### config.mk
export PLATFORM = sky130hd
export DESIGN_NAME = prio_irq_ctrl
export DESIGN_NICKNAME = d
export VERILOG_FILES = /design/src/rtl/prio_irq_pkg.sv /design/src/rtl/prio_irq_pin.sv /design/src/rtl/prio_irq_pend.sv /design/src/rtl/prio_irq_arb.sv /design/src/rtl/prio_irq_ctrl.sv
export SDC_FILE = /design/constraint.sdc
export NUM_CORES = 1
export LEC_CHECK = 0
export BUFFER_PORTS_ARGS = -buffer_cell sky130_fd_sc_hd__buf_2
export CAP_MARGIN = 30
export CORE_ASPECT_RATIO = 0.8
export CORE_MARGIN = 2
export CORE_UTILIZATION = 47
export CTS_BUF_LIST = sky130_fd_sc_hd__clkbuf_16
export DETAILED_ROUTE_END_ITERATION = 8
export PLACE_DENSITY = 0.78
export SLEW_MARGIN = 0
export SYNTH_ARGS = -nofsm -noshare
export SYNTH_HDL_FRONTEND = slang
export SYNTH_SLANG_ARGS = --single-unit
### constraint.sdc
create_clock -name clk_i -period 1.8 [get_ports clk_i]
set_input_delay 0.27 -clock clk_i [delete_from_list [all_inputs] [get_ports clk_i]]
set_output_delay 0.27 -clock clk_i [all_outputs]
set_load 0.05 [all_outputs]
### src/rtl/prio_irq_pkg.sv
package prio_irq_pkg;
  localparam int NSRC = 11;
  localparam int NEXT = 6;
  localparam int NINT = 7;
  localparam int NSEL = 3;
  localparam int IDXW = $clog2(NSRC + 1);

  typedef enum logic [2:0] {SK_INT, SK_LVL, SK_EDG, SK_PRG, SK_ALT} src_kind_e;

  function automatic src_kind_e slot_kind(input int s);
    case (s)
      0, 4, 5, 7, 10: return SK_INT;
      2, 3:           return SK_LVL;
      6:              return SK_EDG;
      1:              return SK_PRG;
      default:        return SK_ALT;
    endcase
  endfunction

  function automatic int slot_ext(input int s);
    case (s)
      1: return 0;
      2: return 1;
      3: return 2;
      6: return 3;
      8: return 4;
      9: return 5;
      default: return 0;
    endcase
  endfunction

  function automatic int slot_int(input int s);
    case (s)
      4:  return 1;
      5:  return 2;
      7:  return 3;
      8:  return 4;
      9:  return 5;
      10: return 6;
      default: return 0;
    endcase
  endfunction

  function automatic int slot_sel(input int s);
    case (s)
      8: return 1;
      9: return 2;
      default: return 0;
    endcase
  endfunction
endpackage

### src/rtl/prio_irq_pin.sv
module prio_irq_pin #(
  parameter int W = 6
) (
  input  logic         clk_i,
  input  logic         rst_ni,
  input  logic [W-1:0] pin_n_i,
  output logic [W-1:0] fall_o,
  output logic [W-1:0] low_o
);
  logic [W-1:0] s1_q, s2_q, prev_q;

  always_ff @(posedge clk_i or negedge rst_ni) begin
    if (!rst_ni) begin
      s1_q   <= '1;
      s2_q   <= '1;
      prev_q <= '1;
    end else begin
      s1_q   <= pin_n_i;
      s2_q   <= s1_q;
      prev_q <= s2_q;
    end
  end

  assign fall_o = prev_q & ~s2_q;
  assign low_o  = ~s2_q;
endmodule

### src/rtl/prio_irq_pend.sv
module prio_irq_pend #(
  parameter int N = 11
) (
  input  logic         clk_i,
  input  logic         rst_ni,
  input  logic [N-1:0] set_i,
  input  logic [N-1:0] clr_i,
  input  logic [N-1:0] lvl_i,
  output logic [N-1:0] lat_o,
  output logic [N-1:0] pend_o
);
  logic [N-1:0] lat_q;

  // set dominates so an event arriving with its own ack is kept
  always_ff @(posedge clk_i or negedge rst_ni) begin
    if (!rst_ni) lat_q <= '0;
    else         lat_q <= (lat_q & ~clr_i) | set_i;
  end

  assign lat_o  = lat_q;
  assign pend_o = lat_q | lvl_i;
endmodule

### src/rtl/prio_irq_arb.sv
module prio_irq_arb #(
  parameter int N    = 11,
  parameter int IDXW = 4
) (
  input  logic [N-1:0]    valid_i,
  output logic            any_o,
  output logic [IDXW-1:0] idx_o
);
  always_comb begin
    idx_o = '1;
    for (int s = N - 1; s >= 0; s--) begin
      if (valid_i[s]) idx_o = IDXW'(s + 1);
    end
  end

  assign any_o = |valid_i;
endmodule

### src/rtl/prio_irq_ctrl.sv
module prio_irq_ctrl
  import prio_irq_pkg::*;
#(
  parameter int NS = prio_irq_pkg::NSRC,
  parameter int NE = prio_irq_pkg::NEXT,
  parameter int NI = prio_irq_pkg::NINT,
  parameter int NL = prio_irq_pkg::NSEL,
  parameter int IW = prio_irq_pkg::IDXW
) (
  input  logic          clk_i,
  input  logic          rst_ni,
  input  logic [NE-1:0] ext_n_i,
  input  logic [NI-1:0] int_pulse_i,
  input  logic          alt_mode_i,
  input  logic [NL-1:0] edge_sel_i,
  input  logic          glob_en_i,
  input  logic          mask_we_i,
  input  logic [NS-1:0] mask_d_i,
  input  logic [NS-1:0] sw_set_i,
  input  logic [NS-1:0] sw_clr_i,
  input  logic          ack_i,
  input  logic [IW-1:0] ack_idx_i,
  input  logic          core_rst_i,
  output logic          req_o,
  output logic [IW-1:0] idx_o
);
  localparam logic [NS-1:0] NMI_SLOTS = NS'(1);
  localparam logic [IW-1:0] MAX_IDX   = IW'(NS);

  logic [NE-1:0] fall, low;
  logic [NS-1:0] evt_set, lvl, set_v, clr_v, ack_oh;
  logic [NS-1:0] lat_q, pend, valid, mask_q;
  logic          arb_any;
  logic [IW-1:0] arb_idx;

  prio_irq_pin #(.W(NE)) i_pin (
    .clk_i, .rst_ni, .pin_n_i(ext_n_i), .fall_o(fall), .low_o(low)
  );

  for (genvar s = 0; s < NS; s++) begin : g_slot
    localparam src_kind_e K = slot_kind(s);
    localparam int XB = slot_ext(s);
    localparam int IB = slot_int(s);
    localparam int SB = slot_sel(s);
    if (K == SK_INT) begin : g_int
      assign evt_set[s] = int_pulse_i[IB];
      assign lvl[s]     = 1'b0;
    end else if (K == SK_LVL) begin : g_lvl
      assign evt_set[s] = 1'b0;
      assign lvl[s]     = low[XB];
    end else if (K == SK_EDG) begin : g_edg
      assign evt_set[s] = fall[XB];
      assign lvl[s]     = 1'b0;
    end else if (K == SK_PRG) begin : g_prg
      assign evt_set[s] = edge_sel_i[SB] & fall[XB];
      assign lvl[s]     = ~edge_sel_i[SB] & low[XB];
    end else begin : g_alt
      assign evt_set[s] = alt_mode_i ? (edge_sel_i[SB] & fall[XB]) : int_pulse_i[IB];
      assign lvl[s]     = alt_mode_i & ~edge_sel_i[SB] & low[XB];
    end
  end

  always_comb begin
    ack_oh = '0;
    if (ack_i && ack_idx_i != '0 && ack_idx_i <= MAX_IDX)
      ack_oh = NS'(1) << (ack_idx_i - 1'b1);
  end

  assign set_v = evt_set | sw_set_i;
  assign clr_v = ack_oh | sw_clr_i;

  prio_irq_pend #(.N(NS)) i_pend (
    .clk_i, .rst_ni, .set_i(set_v), .clr_i(clr_v), .lvl_i(lvl),
    .lat_o(lat_q), .pend_o(pend)
  );

  always_ff @(posedge clk_i or negedge rst_ni) begin
    if (!rst_ni)        mask_q <= '0;
    else if (mask_we_i) mask_q <= mask_d_i;
  end

  assign valid = pend & (NMI_SLOTS | (mask_q & {NS{glob_en_i}}));

  prio_irq_arb #(.N(NS), .IDXW(IW)) i_arb (
    .valid_i(valid), .any_o(arb_any), .idx_o(arb_idx)
  );

  assign req_o = core_rst_i | arb_any;
  assign idx_o = core_rst_i ? '0 : arb_idx;
endmodule

==> impl_metrics.yaml <==
power_and_ir_drop:
  sw_frac_of_total: 0.224
  p_int_mw: 1.73
  power_frac_comb: 0.150
  power.switching_mw: 0.498
  clkPwrFrac: 0.426
  p_seq_frac: 0.423
  p_leak_nw: 1.12
  ir_drop_mv: 0.624
  p_per_area_nw_per_um2: 922
  total_power_mw: 2.23
global_routing:
  grt.busiest_layer: "met2"
  grt_pass1_wl_mm: 6.56
  grt_pass1_vias: 1477
  use_met3: 0.0850
  antenna_found_initial: 0
  grt_overflow_total: 0
  met2_usage: 0.378
  grt.total_usage: 0.236
  grtUsageMet1: 0.292
  grt_max_degree: 38
setup_path:
  crit_path_start: "i_pin.s2_q[5]$_DFF_PN1_"
  critPathKind: "reg -> out"
  crit_path_cell_trace: "nor3b_2 > o211ai_1 > or3b_4 > or3_4 > buf_6"
  cpMaxStageDelayCell: "dfstp_2"
  crit_required_ps: 1530
  critPathMaxStageDelay_ps: 540
  arrival_ps: 1970
  cp-start-kind: "flip-flop"
  worstReg2RegStart: "i_pin.s2_q[0]$_DFF_PN1_"
  crit_path_max_fanout: 2
  cp-end-kind: "output port"
clock_tree:
  clock_path_buffers: 2
  cts.sinks: 37
  cts-root-buf: "clkbuf_16"
  clk_latency_ps: 280
  clk_pin_slew_worst_paths_ps: 50
  cts_buffers: 5
  tritoncts: "done"
  htreeDepth: 2
timing:
  fin_crit_ps: 2240
  setup_ws_ps: -435
  tightest_slew_ps: 410
  finalSetupViolCount: 5
  maxSlewViolCount: 0
  finalCritPeriodShare: 1.24
  clock_skew_ps: 3.50
  fmax_mhz: 447
  slew_headroom: 0.726
  rsz0062_at_grt: "yes"
  hold_violations: 0
  whs_ps: 89.5
cells_and_area:
  fillerInstances: 203
  final_cell_count_no_fill: 266
  drive_above_1_share: 0.575
  n_antenna_cell: 0
  finalNetCount: 285
  areaGrowthSynthToFinish_pct: 52.3
floorplanning:
  dieHeight_um: 55.9
  boundaryPins: 65
  core_area_um2: 3150
  die-area_um2: 3860
  dieWidth_um: 68.9
  initial_core_util: 0.503
  rows: 18
logic_synthesis:
  syn_area_um2: 1590
  synthCells: 136
  postSynthAreaPerCell_um2: 11.7
  synth_nets: 196
  synth_cell_type_count: 36
  synth_seq_cells: 37
  synth_seq_area_share: 0.597
  ys_warn_count: 0
route:
  drtIter0Drc: 76
  detail_route.wl_per_cell_um: 15.3
  drtPass1Iterations: 4
  drcViolationCount: 0
  vias: 1409
  drt_wl_total_mm: 4.08
  ant_nets: 0
  post_drt_via_cell_ratio: 5.30
status:
  violations: "negative setup slack"
  outcome: "finished with violations"
placement:
  place_congestion: 0.863
  dp_hpwl_mm: 2.93
  port_buffers: 63
  dp_cells: 251
worst_hold_path:
  worstHoldStart: "ext_n_i[4]"
  hold_class: "in -> reg"
job:
  cap_violations: 0
==> cells in the mapped netlist <==
master,instances,area share
a211oi_1,1,0.0047
a21oi_1,2,0.0063
a221oi_1,1,0.0055
a222oi_1,1,0.0063
a22o_1,2,0.011
a22oi_1,1,0.0047
a311o_1,6,0.038
a31o_2,2,0.011
a31oi_1,4,0.016
a32o_1,1,0.0063
a32oi_1,1,0.0055
and2_1,1,0.0039
and3b_1,1,0.0055
buf_2,1,0.0032
clkbuf_1,1,0.0024
dfrtp_1,21,0.33
dfstp_2,16,0.27
inv_1,12,0.028
mux2_2,10,0.071
nand2_1,17,0.040
nand2b_1,2,0.0079
nand3_1,4,0.013
nand3b_1,3,0.014
nand4_1,2,0.0079
nor2_1,7,0.017
nor2b_1,1,0.0039
nor3b_1,2,0.0095
nor3b_2,1,0.0079
o211a_1,2,0.013
o211ai_1,1,0.0047
o21a_1,1,0.0047
o21ai_0,4,0.013
o21bai_1,1,0.0047
o22ai_1,1,0.0039
or3_1,1,0.0039
or3b_1,1,0.0055
==> critical path: cells and delay by family, from the launching register on <==
kind / cells / cell delay, ps
AO/OA/AOI/OAI: 1 / 180
AND/OR/NAND/NOR: 3 / 810
buffers and inverters: 1 / 160
flip-flops: 1 / 540
==> layout by cell type, fill, tap and decap left out, types with 4 or more instances in the layout <==
master     count
buf_4         17
inv_1         13
clkbuf_16      5
nand3_1        4
buf_2         58
a311o_1        6
dfrtp_1       21
dfstp_2       16
mux2_2        10
buf_6          6
nand2_1       15
nor2_1         6
o21ai_0        4
==> cell type report <==
| cell class | count | area [um2] | area share |
|---|---|---|---|
| Timing Repair Buffer | 84 | 531 | 0.220 |
| Sequential cell | 37 | 946 | 0.392 |
| Inverter | 12 | 45.0 | 0.0187 |
| Clock buffer | 5 | 125 | 0.0518 |
| Multi-Input combinational cell | 85 | 681 | 0.282 |
| Tap cell | 40 | 50.0 | 0.0207 |
| Clock inverter | 3 | 37.5 | 0.0155 |
==> power groups by stage <==
stage          sequential, mW  combinational, mW  clock (mW)
2_1_floorplan           0.940              0.140           0
3_3_place_gp            0.949              0.274           0
3_5_place_dp            0.952              0.286           0
4_1_cts                 0.941              0.327       0.966
5_1_grt                 0.948              0.363        1.01
6_report                0.943              0.335       0.950
==> final timing paths <==
check / end / slack (ps) / cells past startpoint
min in group asynchronous: i_pend.lat_o[1]$_DFF_PN0_ / 480 / 3
max in group asynchronous: i_pin.prev_q[4]$_DFF_PN1_ / 1060 / 3
min: i_pin.s1_q[4]$_DFF_PN1_ / 90 / 1
min reg2reg: i_pin.s2_q[0]$_DFF_PN1_ / 360 / 0
max reg2reg: i_pend.lat_o[1]$_DFF_PN0_ / 670 / 3
max: req_o / -440 / 5
==> through the flow <==
stage	setup TNS, ps	setup WS, ps	cell area (um2)	utilization
finish	-1500	-435	2410	0.766
detailed placement	-519	-251	2100	0.665
global placement	-314	-190	2100	0.665
floorplan	-102	-58.0	1620	-
CTS	-1380	-434	2390	0.759
global route	-1830	-496	2410	0.766
==> flip-flops by register name, summed over array words and instances, names as in the netlist <==
register / count
i_pend.lat_o: 11
i_pin.prev_q: 4
i_pin.s1_q: 6
i_pin.s2_q: 6
mask_q: 10
==> cell families (layout without fill, tap and decap cells) <==
kind of cell           count (synthesis)  after routing  synth area share
DFF                                   37             37             0.597
and+or+nand+nor                       43             43             0.140
AOI/OAI and AO/OA                     32             32             0.159
muxes                                 10             10            0.0710
buffers and inverters                 14            104            0.0339
==> per-layer routing <==
metal  part of all wire  routed length, um  vias up
met5                  0                  0        -
met4              0.018                 74        0
met3              0.065                266        9
met2               0.51               2080       61
met1               0.41               1660      672
li1                   -                  -      667
==> what timing repair did <==
item / in CTS / in global routing
hold buffers: 1 / 0
pin swaps: 6 / 5
hold endpoints to repair: 21 / 0
gates cloned: 0 / 0
gates resized for setup: 18 / 4
buffers inserted: 5 / 1
setup endpoints to repair: 5 / 5
Note: power is estimated with default switching activity, not from simulation.
